<file path="src/rtl/pe_pkg.sv">
package pe_pkg;

    localparam int WORD_W = 32;
    localparam int IMM_W  = 12;
    localparam int SEL_W  = 3;
    localparam int NREG   = 4;
    localparam int RIDX_W = $clog2(NREG);
    localparam int NOPND  = 3;

    typedef enum logic [SEL_W-1:0] {
        SRC_REG   = 3'd0,
        SRC_WEST  = 3'd1,
        SRC_EAST  = 3'd2,
        SRC_NORTH = 3'd3,
        SRC_SOUTH = 3'd4,
        SRC_BUS   = 3'd5,
        SRC_IMM   = 3'd6,
        SRC_SELF  = 3'd7
    } src_e;

    typedef enum logic [3:0] {
        OP_ADD = 4'd0,  OP_SUB = 4'd1,  OP_MUL = 4'd2,  OP_AND = 4'd3,
        OP_OR  = 4'd4,  OP_XOR = 4'd5,  OP_ASR = 4'd6,  OP_NOP = 4'd7,
        OP_SHL = 4'd8,  OP_DIV = 4'd9,  OP_REM = 4'd10, OP_LSR = 4'd11,
        OP_EQ  = 4'd12, OP_NE  = 4'd13, OP_GT  = 4'd14, OP_LT  = 4'd15
    } rop_e;

    typedef enum logic [3:0] {
        PO_BOUND = 4'd0,  PO_LDLO  = 4'd1,  PO_LDMID = 4'd2,  PO_LDHI  = 4'd3,
        PO_SEL   = 4'd4,  PO_LEXIT = 4'd5,  PO_AGEN  = 4'd6,  PO_NOP   = 4'd7,
        PO_SEXT  = 4'd8,  PO_RSV9  = 4'd9,  PO_RSV10 = 4'd10, PO_RSV11 = 4'd11,
        PO_RSV12 = 4'd12, PO_RSV13 = 4'd13, PO_RSV14 = 4'd14, PO_RSV15 = 4'd15
    } pop_e;

    typedef struct packed {
        logic              pfmt;
        logic [3:0]        opc;
        src_e              lsel;
        src_e              rsel;
        src_e              psel;
        logic [RIDX_W-1:0] lidx;
        logic [RIDX_W-1:0] ridx;
        logic [RIDX_W-1:0] pidx;
        logic [RIDX_W-1:0] widx;
        logic              wen;
        logic              aen;
        logic              den;
        logic [IMM_W-1:0]  imm;
    } dec_t;

    // Field split of one configuration word; bit 27 chooses the layout.
    function automatic dec_t decode_word(input logic [WORD_W-1:0] w);
        dec_t d;
        d.pfmt = w[27];
        d.opc  = w[31:28];
        d.lsel = src_e'(w[26:24]);
        d.rsel = src_e'(w[23:21]);
        d.lidx = w[20:19];
        d.ridx = w[18:17];
        d.widx = w[16:15];
        d.pidx = w[16:15];
        d.imm  = w[IMM_W-1:0];
        if (w[27]) begin
            d.psel = src_e'(w[14:12]);
            d.wen  = 1'b0;
            d.aen  = 1'b0;
            d.den  = 1'b0;
        end else begin
            d.psel = SRC_IMM;
            d.wen  = w[14];
            d.aen  = w[13];
            d.den  = w[12];
        end
        return d;
    endfunction

endpackage

</file>
<file path="src/rtl/pe_regfile.sv">
module pe_regfile
    import pe_pkg::*;
#(
    parameter int DATA_W = 32,
    parameter int DEPTH  = NREG,
    parameter int NRD    = NOPND
) (
    input  logic                         clk,
    input  logic                         rst_n,
    input  logic [NRD-1:0][RIDX_W-1:0]   rd_idx,
    output logic [NRD-1:0][DATA_W-1:0]   rd_data,
    input  logic                         wr_en,
    input  logic [RIDX_W-1:0]            wr_idx,
    input  logic [DATA_W-1:0]            wr_data
);

    logic [DATA_W-1:0] mem [DEPTH];

    always_ff @(posedge clk or negedge rst_n) begin
        if (!rst_n) begin
            for (int i = 0; i < DEPTH; i++) begin
                mem[i] <= '0;
            end
        end else if (wr_en) begin
            mem[wr_idx] <= wr_data;
        end
    end

    generate
        for (genvar g = 0; g < NRD; g++) begin : g_rd
            assign rd_data[g] = mem[rd_idx[g]];
        end
        for (genvar e = 0; e < DEPTH; e++) begin : g_chk
            assert_no_write_R9: assert property (@(posedge clk) disable iff (!rst_n)
                !(wr_en && wr_idx == RIDX_W'(e)) |=> $stable(mem[e]));
        end
    endgenerate

endmodule

</file>
<file path="src/rtl/pe_opsel.sv">
module pe_opsel
    import pe_pkg::*;
#(
    parameter int DATA_W = 32
) (
    input  logic [SEL_W-1:0]  sel,
    input  logic [DATA_W-1:0] reg_val,
    input  logic [DATA_W-1:0] west,
    input  logic [DATA_W-1:0] east,
    input  logic [DATA_W-1:0] north,
    input  logic [DATA_W-1:0] south,
    input  logic [DATA_W-1:0] bus,
    input  logic [DATA_W-1:0] imm_ext,
    input  logic [DATA_W-1:0] self_val,
    output logic [DATA_W-1:0] opnd
);

    always_comb begin
        unique case (src_e'(sel))
            SRC_REG:   opnd = reg_val;
            SRC_WEST:  opnd = west;
            SRC_EAST:  opnd = east;
            SRC_NORTH: opnd = north;
            SRC_SOUTH: opnd = south;
            SRC_BUS:   opnd = bus;
            SRC_IMM:   opnd = imm_ext;
            SRC_SELF:  opnd = self_val;
        endcase
    end

endmodule

</file>
<file path="src/rtl/pe_alu.sv">
module pe_alu
    import pe_pkg::*;
#(
    parameter int DATA_W = 32
) (
    input  logic              pfmt,
    input  logic [3:0]        opc,
    input  logic [DATA_W-1:0] opa,
    input  logic [DATA_W-1:0] opb,
    input  logic [DATA_W-1:0] opp,
    input  logic [IMM_W-1:0]  imm,
    input  logic [DATA_W-1:0] cur,
    output logic [DATA_W-1:0] res,
    output logic              upd
);

    localparam int SH_W = $clog2(DATA_W);
    localparam int MID_LO = IMM_W;
    localparam int MID_HI = 2 * IMM_W - 1;
    localparam int HI_W = DATA_W - 2 * IMM_W;
    localparam logic [DATA_W-1:0] MIN_VAL = {1'b1, {(DATA_W-1){1'b0}}};

    logic signed [DATA_W-1:0] sa, sb;
    logic [SH_W-1:0]          shamt;
    logic [DATA_W-1:0]        quo, rmd;
    logic [DATA_W-1:0]        imm_ext;

    assign sa      = $signed(opa);
    assign sb      = $signed(opb);
    assign shamt   = opb[SH_W-1:0];
    assign imm_ext = {{(DATA_W-IMM_W){imm[IMM_W-1]}}, imm};

    // Guarded division: zero divisor and the single overflow pair.
    always_comb begin
        if (opb == '0) begin
            quo = '0;
            rmd = '0;
        end else if (opa == MIN_VAL && opb == '1) begin
            quo = MIN_VAL;
            rmd = '0;
        end else begin
            quo = sa / sb;
            rmd = sa % sb;
        end
    end

    always_comb begin
        res = cur;
        upd = 1'b1;
        if (!pfmt) begin
            unique case (rop_e'(opc))
                OP_ADD: res = opa + opb;
                OP_SUB: res = opa - opb;
                OP_MUL: res = sa * sb;
                OP_AND: res = opa & opb;
                OP_OR:  res = opa | opb;
                OP_XOR: res = opa ^ opb;
                OP_ASR: res = sa >>> shamt;
                OP_NOP: upd = 1'b0;
                OP_SHL: res = opa << shamt;
                OP_DIV: res = quo;
                OP_REM: res = rmd;
                OP_LSR: res = opa >> shamt;
                OP_EQ:  res = {{(DATA_W-1){1'b0}}, opa == opb};
                OP_NE:  res = {{(DATA_W-1){1'b0}}, opa != opb};
                OP_GT:  res = {{(DATA_W-1){1'b0}}, sa > sb};
                OP_LT:  res = {{(DATA_W-1){1'b0}}, sa < sb};
            endcase
        end else begin
            unique case (pop_e'(opc))
                PO_LDLO:  res = imm_ext;
                PO_LDMID: res[MID_HI:MID_LO] = imm;
                PO_LDHI:  res[DATA_W-1:2*IMM_W] = imm[HI_W-1:0];
                PO_SEL:   res = (opp != '0) ? opa : opb;
                PO_LEXIT: res = {{(DATA_W-1){1'b0}}, sa >= sb};
                PO_AGEN:  res = opa + opb;
                PO_SEXT:  res = imm[0] ? {{(DATA_W-16){opa[15]}}, opa[15:0]}
                                       : {{(DATA_W-8){opa[7]}}, opa[7:0]};
                PO_BOUND, PO_NOP, PO_RSV9, PO_RSV10, PO_RSV11,
                PO_RSV12, PO_RSV13, PO_RSV14, PO_RSV15: upd = 1'b0;
            endcase
        end
    end

endmodule

</file>
<file path="src/rtl/cgra_pe.sv">
module cgra_pe
    import pe_pkg::*;
#(
    parameter int DATA_W = 32
) (
    input  logic              clk,
    input  logic              rst_n,
    input  logic [WORD_W-1:0] cfg_word,
    input  logic [DATA_W-1:0] nbr_west,
    input  logic [DATA_W-1:0] nbr_east,
    input  logic [DATA_W-1:0] nbr_north,
    input  logic [DATA_W-1:0] nbr_south,
    input  logic [DATA_W-1:0] bus_rdata,
    output logic [DATA_W-1:0] pe_out,
    output logic              addr_en,
    output logic              data_en
);

    dec_t                             dec;
    logic [NOPND-1:0][SEL_W-1:0]      src_sel;
    logic [NOPND-1:0][RIDX_W-1:0]     src_idx;
    logic [NOPND-1:0][DATA_W-1:0]     reg_rd;
    logic [NOPND-1:0][DATA_W-1:0]     opnd;
    logic [DATA_W-1:0]                imm_ext;
    logic [DATA_W-1:0]                alu_res;
    logic                             alu_upd;
    logic                             rf_we;

    assign dec     = decode_word(cfg_word);
    assign imm_ext = {{(DATA_W-IMM_W){dec.imm[IMM_W-1]}}, dec.imm};
    assign src_sel = {dec.psel, dec.rsel, dec.lsel};
    assign src_idx = {dec.pidx, dec.ridx, dec.lidx};
    assign rf_we   = !dec.pfmt && dec.wen && (dec.opc != OP_NOP);

    pe_regfile #(.DATA_W(DATA_W), .DEPTH(NREG), .NRD(NOPND)) u_rf (
        .clk     (clk),
        .rst_n   (rst_n),
        .rd_idx  (src_idx),
        .rd_data (reg_rd),
        .wr_en   (rf_we),
        .wr_idx  (dec.widx),
        .wr_data (alu_res)
    );

    generate
        for (genvar g = 0; g < NOPND; g++) begin : g_opsel
            pe_opsel #(.DATA_W(DATA_W)) u_sel (
                .sel      (src_sel[g]),
                .reg_val  (reg_rd[g]),
                .west     (nbr_west),
                .east     (nbr_east),
                .north    (nbr_north),
                .south    (nbr_south),
                .bus      (bus_rdata),
                .imm_ext  (imm_ext),
                .self_val (pe_out),
                .opnd     (opnd[g])
            );
        end
    endgenerate

    pe_alu #(.DATA_W(DATA_W)) u_alu (
        .pfmt (dec.pfmt),
        .opc  (dec.opc),
        .opa  (opnd[0]),
        .opb  (opnd[1]),
        .opp  (opnd[2]),
        .imm  (dec.imm),
        .cur  (pe_out),
        .res  (alu_res),
        .upd  (alu_upd)
    );

    always_ff @(posedge clk or negedge rst_n) begin
        if (!rst_n) begin
            pe_out <= '0;
        end else if (alu_upd) begin
            pe_out <= alu_res;
        end
    end

    always_ff @(posedge clk or negedge rst_n) begin
        if (!rst_n) begin
            addr_en <= 1'b0;
            data_en <= 1'b0;
        end else begin
            addr_en <= dec.aen;
            data_en <= dec.den;
        end
    end

    assert_nop_hold_R8: assert property (@(posedge clk) disable iff (!rst_n)
        (!cfg_word[27] && cfg_word[31:28] == 4'd7) |=> $stable(pe_out));

    assert_cmp_bool_R5: assert property (@(posedge clk) disable iff (!rst_n)
        (!cfg_word[27] && cfg_word[31:30] == 2'b11) |=> (pe_out[DATA_W-1:1] == '0));

    assert_div_zero_R6: assert property (@(posedge clk) disable iff (!rst_n)
        (!cfg_word[27] && (cfg_word[31:28] == 4'd9 || cfg_word[31:28] == 4'd10)
         && opnd[1] == '0) |=> (pe_out == '0));

    assert_pfmt_quiet_R10: assert property (@(posedge clk) disable iff (!rst_n)
        cfg_word[27] |=> (!addr_en && !data_en));

    assert_addr_strobe_R10: assert property (@(posedge clk) disable iff (!rst_n)
        (!cfg_word[27] && cfg_word[13]) |=> addr_en);

endmodule

</file>
<file path="config.mk">
export PLATFORM = sky130hd
export DESIGN_NAME = cgra_pe
export DESIGN_NICKNAME = d
export VERILOG_FILES = /design/src/rtl/pe_pkg.sv /design/src/rtl/pe_regfile.sv /design/src/rtl/pe_opsel.sv /design/src/rtl/pe_alu.sv /design/src/rtl/cgra_pe.sv
export SDC_FILE = /design/constraint.sdc
export NUM_CORES = 2
export LEC_CHECK = 0
export ABC_AREA = 1
export BUFFER_PORTS_ARGS = -buffer_cell sky130_fd_sc_hd__clkbuf_2
export CORE_MARGIN = 5
export CORE_UTILIZATION = 29
export DETAILED_ROUTE_END_ITERATION = 7
export PLACE_DENSITY = 0.46
export SLEW_MARGIN = 5
export SYNTH_ARGS = -nofsm -noshare
export SYNTH_HDL_FRONTEND = slang
export SYNTH_SLANG_ARGS = --single-unit
</file>
<file path="constraint.sdc">
create_clock -name clk -period 72.1 [get_ports clk]
set_clock_uncertainty 0.15 [all_clocks]
set_input_delay 10.815 -clock clk [delete_from_list [all_inputs] [get_ports clk]]
set_output_delay 10.815 -clock clk [all_outputs]
set_load 0.01 [all_outputs]
</file>
After elaboration in Yosys (flattened, before gate mapping)
Cells that the tools add are included.
W data, S select, Z words.
Word-level totals
  flip-flop bits (word level): 162
  bits of input ports: 194
  output and inout bits: 34
Cells by class
  $add $sub $neg: 2
  $mul: 1
  div/mod/pow operators: 2
  magnitude comparators: 7
  equal/unequal tests: 41
  shift operators: 3
  muxes and demuxes: 31
  bitwise gates (word level): 6
  reductions and logical operators: 12
Operators with widths (count)
  $pmux W32 S8: 3
  $pmux W32 S15: 1
  $mux W32: 14
  $bmux W32 S2: 3
  $bwmux W128: 1
  $pmux W12 S6: 1
  $demux W32 S2: 1
  $eq A32 B32 Y1 const B: 2
  $pmux W12 S5: 1
  $pmux W8 S6: 1
  $eq A3 B3 Y1 const B: 12
  $add A32 B32 Y32: 1
  $and A32 B32 Y32: 1
  $div A32 B32 Y32: 1
  $eq A32 B32 Y1: 1
  $eq A4 B4 Y1 const B: 8
  $ge A32 B32 Y1: 1
  $gt A32 B32 Y1: 1
  $logic_not A32 Y1: 1
  $lt A32 B32 Y1: 1
  $mod A32 B32 Y32: 1
  $mul A32 B32 Y32: 1
  $ne A32 B32 Y1: 1
  $or A32 B32 Y32: 1
  22 further kinds: 45

Logic depth before layout (Yosys ltp)
  word-level depth: 12
  mapped depth: 656
  gate-level depth less buffers: 635

By module
From an unflattened synthesis, not the netlist that was laid out.
Unflattened totals
  cells, all modules: 13440
  area, all modules: 79233.5 sq um
By module, submodules not included
  pe_alu: instances 1, cells each 10219, area each 61079.8 sq um, seq. area each 0.0 sq um
  pe_regfile: instances 1, cells each 1428, area each 8894.8 sq um, seq. area each 3203.1 sq um
  pe_opsel: instances 3, cells each 547, area each 2578.7 sq um, seq. area each 0.0 sq um
  cgra_pe: instances 1, cells each 152, area each 1522.7 sq um, seq. area each 850.8 sq um

Worst setup path after synthesis
No wires, ideal clock.
  path type: input-to-reg
  start: input port cfg_word[22]
  end: register u_rf.mem[54] (netlist name)
  setup time: 0.133 ns
  arrival: 84.990 ns
  path slack: -13.173 ns
  stages on the path: 609
  cell sequence: buf_6 buf_6 buf_2 nand4_1 nand2_1 nor2_1 nand2_1 nand2_2 clkbuf_1 buf_1 buf_1 ha_1 nor2_1 xor2_1 nand2_1 nor4_1 nand3_1 nor3_1 (+573 left out) inv_1 nor3_1 inv_1 nor3_1 nand3_1 nor3_1 nand2_1 nor2_1 nand3_1 nor3_1 nand3_1 a21oi_1 nor2_1 a32o_1 a2111oi_0 o21ai_1 nand2_1 o21ai_0
Between the ends
  word-level cells in the longest chain between the ends: 9
  elaborated cells between the ends (all ways): 32
  classes of those cells: 2 x add/sub; 1 x mul; 2 x div; 8 x eq/ne; 3 x shift; 10 x mux; 3 x bitwise; 3 x reduce/logical
RTL lines
  start, declared: line cgra_pe.sv:8  | input logic [WORD_W-1:0] cfg_word,
  $eq A3 B3 Y1, or another cell as far along: line pe_opsel.sv:19  | unique case (src_e'(sel))
  $pmux W32 S8 *: line pe_opsel.sv:19
  branches (longest 5 deep; another with $mod A32 B32 Y32)
  $mux W32 *: line pe_alu.sv:50  | if (!pfmt) begin
  $bwmux W128 *: line pe_regfile.sv:25  | mem[wr_idx] <= wr_data;
  end signal, assigned by index: line pe_regfile.sv:25
  end, declared: line pe_regfile.sv:17  | logic [DATA_W-1:0] mem [DEPTH];
Mark *: on every way between the ends.
A chain may end at the register's enable or synchronous reset.

Worst setup path in the final report
  start: input port cfg_word[25]
  end: register u_rf.mem[95] (netlist name)
The elaborated chain is that of the path after synthesis.

==> impl_results.md <==
- Drt pass-1 iters: 6
- Gr usage total: between 30% and 40%
- Via count: slightly below 100k
- Die width: about 510 um
- Clock Tree Root: clkbuf_16
- Slew @ Worst Pin: 1600 ps
- Reg clk slew, reported paths: ~80 ps
- Pre-CTS setup slack: -14,040 ps
- Total core area: about 250,000 um^2
- Worst hold path class: flop to flop
- Share of cells above drive strength 1: 37.5%
- Grt total ovfl: 0
- Routed Antenna Nets: 0
- Syn_area_per_cell: 6.02 um^2
- Status: finished with violations
- DR WL/cell: ~25 um
- DIE HEIGHT: 508 um
- Initial antenna violation count: 26
- Post-Syn Nets: roughly 13k
- Synthesized instance count: around 12k
- GR Util met3: 5.11%
- Crit Path Class: input pin to flop
- Dpl cell area: 101,000 um^2
- I/O pin total: 228
- CTS Sinks: 162
- Final Cycle Share: 112%
- First-pass GRT wire length: between 600,000 and 700,000 um
- RSZ-0062 raised after global routing: true
- Synth top area share: between 10% and 20%
- H-tree levels: 4
- Post-synth EDFFs: 0
- Skew-Pair Late Insertion Delay: roughly 480 ps
- CP Buf/Inv Count: 136
- Die area: approximately 260,000 um^2
- # setup viols final: 160
- Hold slack: ~340 ps
- GPL Wtd Cong: 1.08
- CP required: 72,320 ps
- Starting Density: between 20 and 30%
- Top delay family on crit path: simple AND/OR/NAND/NOR gates
- Slew Limit Headroom: -9.19%
- Iter 0 DRT Violations: a little over 8k
- Most used DFF post-synth: dfrtp_1
- Post-Layout Inst Area: about 110,000 um^2
- Yosys top cell by area: nand2_1
- Commonest cells post-synth: nand2_1, inv_1, nor2_1
- Synth warnings: 0
- Fmax achieved: around 0.012 GHz
- Global route hottest layer: met2
- DRC Markers: 0
- Crit-path max FO: 8
- GR Util met2: about three fifths
- Max-slew violations: 2
- Seq/Total Area, Yosys: under 10%
- Most used cell, CP: nand2_2
- Vias in the first global route: slightly below 100k
- Slowest stage delay, CP: 380 ps
- Seq cells post-synth: about 160
- Vias/cell: 5.20
- Post-synthesis async set-or-reset flop share: 100%
- Final Hold Fails: 0
- Max Buffers Root-to-Sink: 2
- Post-Route WL: a little under 500,000 um
- Most frequent cell after synthesis: nand2_1
- CP max-delay cell: a31oi_2
- Final setup margin: -8830 ps
- Crit path DAT: 81,150 ps
- Unique masters post-synth: 82
- Largest net degree at the start of global routing: 84
- Site Rows: about 180
- CTS tree: done
- HPWL after DPL: a little under 400,000 um
- CP Capture Type: flop
- Mapped cell area: about 70,000 um^2
- CTS buffer count: 17
- Failing checks: max-capacitance violations, max-slew violations, negative setup slack
- Top post-synthesis cells by area: nand2_1, ha_1, fa_1
- Area Overhead vs Synth: 57.9%
- # Max-Cap Violations: 1
- CP Launch Type: input pin
- GRT met1 Usage: a little over two fifths
- Tmin final: 80,930 ps
- Post-layout net count: 16.9k
- Number of port buffers: roughly 230
## worst min-delay path, cell delays in order, from the launching register on
cell     delay [ps]
dfrtp_1         350
nand2_1          50
nand2_1          60
## flip-flops by register name, summed over array words and instances (netlist names)
signal	flops
addr_en	1
data_en	1
pe_out	32
u_rf.mem	128
## logic make-up (layout without fill, tap and decap cells)
logic type | count (synthesis) | count (layout) | synth area share (%)
xor+xnor | 426 | 426 | 5.19
fa+ha+maj | 1192 | 1192 | 25.0
compound gates | 2268 | 2268 | 18.0
buf+inv | 2404 | 5999 | 13.3
other cells | 0 | 12 | 0
mux | 24 | 24 | 0.334
flops | 162 | 162 | 5.63
simple gates | 5482 | 5484 | 32.5
## cell usage in the layout (no fill, tap or decap), drive strengths merged, types with 24 or more instances in the layout
cell / Yosys / routed
clkinv: 32 / 31
o21ai: 942 / 942
nand4: 258 / 258
a31oi: 35 / 35
dfrtp: 162 / 162
clkbuf: 225 / 242
nand2: 3438 / 3440
o2111ai: 44 / 44
a211oi: 28 / 28
or2: 150 / 150
xor2: 283 / 283
nor3: 104 / 104
o221ai: 40 / 40
xnor2: 143 / 143
ha: 781 / 781
a21oi: 821 / 821
fa: 411 / 411
a221oi: 50 / 50
nand3b: 26 / 26
o211ai: 51 / 51
o21bai: 36 / 36
mux2i: 24 / 24
nor4: 34 / 34
o22ai: 59 / 59
a21o: 28 / 28
nand3: 551 / 551
buf: 255 / 3818
nor2: 894 / 894
inv: 1892 / 1897
## routing by layer
| metal | routed length, um | part of all wire (%) |
|---|---|---|
| met1 | 188000 | 39 |
| met2 | 220000 | 46 |
| met3 | 31900 | 6.6 |
| met4 | 41100 | 8.5 |
| met5 | 64 | 0.013 |
## stage by stage
| step | TNS [ps] | std cells | util [%] |
|---|---|---|---|
| 6_report | -1307880 | 18879 | 46.1 |
| 5_1_grt | -2098100 | 18871 | 46.1 |
| 4_1_cts | -1344410 | 18632 | 43.5 |
| 3_5_place_dp | -2085410 | 18197 | 41.1 |
| 3_3_place_gp | -1956890 | 18197 | 41.1 |
| 2_1_floorplan | -732440 | 11958 | - |
## path summary, 6_finish.rpt
check / startpoint / slack [ps] / cells after the start / end
max in group asynchronous: rst_n / 59370 / 3 / pe_out[17]
worst min register to register: u_rf.mem[61] / 340 / 2 / u_rf.mem[61]
worst max register to register: pe_out[0] / 1510 / 593 / u_rf.mem[95]
min in group asynchronous: rst_n / 10110 / 1 / pe_out[18]
worst max-delay path: cfg_word[25] / -8830 / 598 / u_rf.mem[95]
worst min-delay path: u_rf.mem[61] / 340 / 2 / u_rf.mem[61]
## what timing repair did
| item | 4_1_cts | 5_1_grt |
|---|---|---|
| pin swaps | 319 | 708 |
| gates cloned | 9 | 5 |
| resized for setup | 568 | 1109 |
| hold buffers | 0 | 0 |
| setup endpoints to repair | 160 | 160 |
| buffers inserted | 395 | 241 |
## final cells by class
class | count | area (um^2)
clock inverter | 12 | 97.6
timing repair inverter | 1 | 7.51
sequential | 162 | 4050
multi-input combinational | 9394 | 65800
antenna | 12 | 30.0
tap | 3312 | 4140
timing repair buffer | 4043 | 31700
clock buffer | 19 | 443
fill | 25756 | 133000
inverter | 1924 | 7360
Power is not shown: default switching activity piles up to over one toggle a cycle in this logic, so the estimate is an artifact.
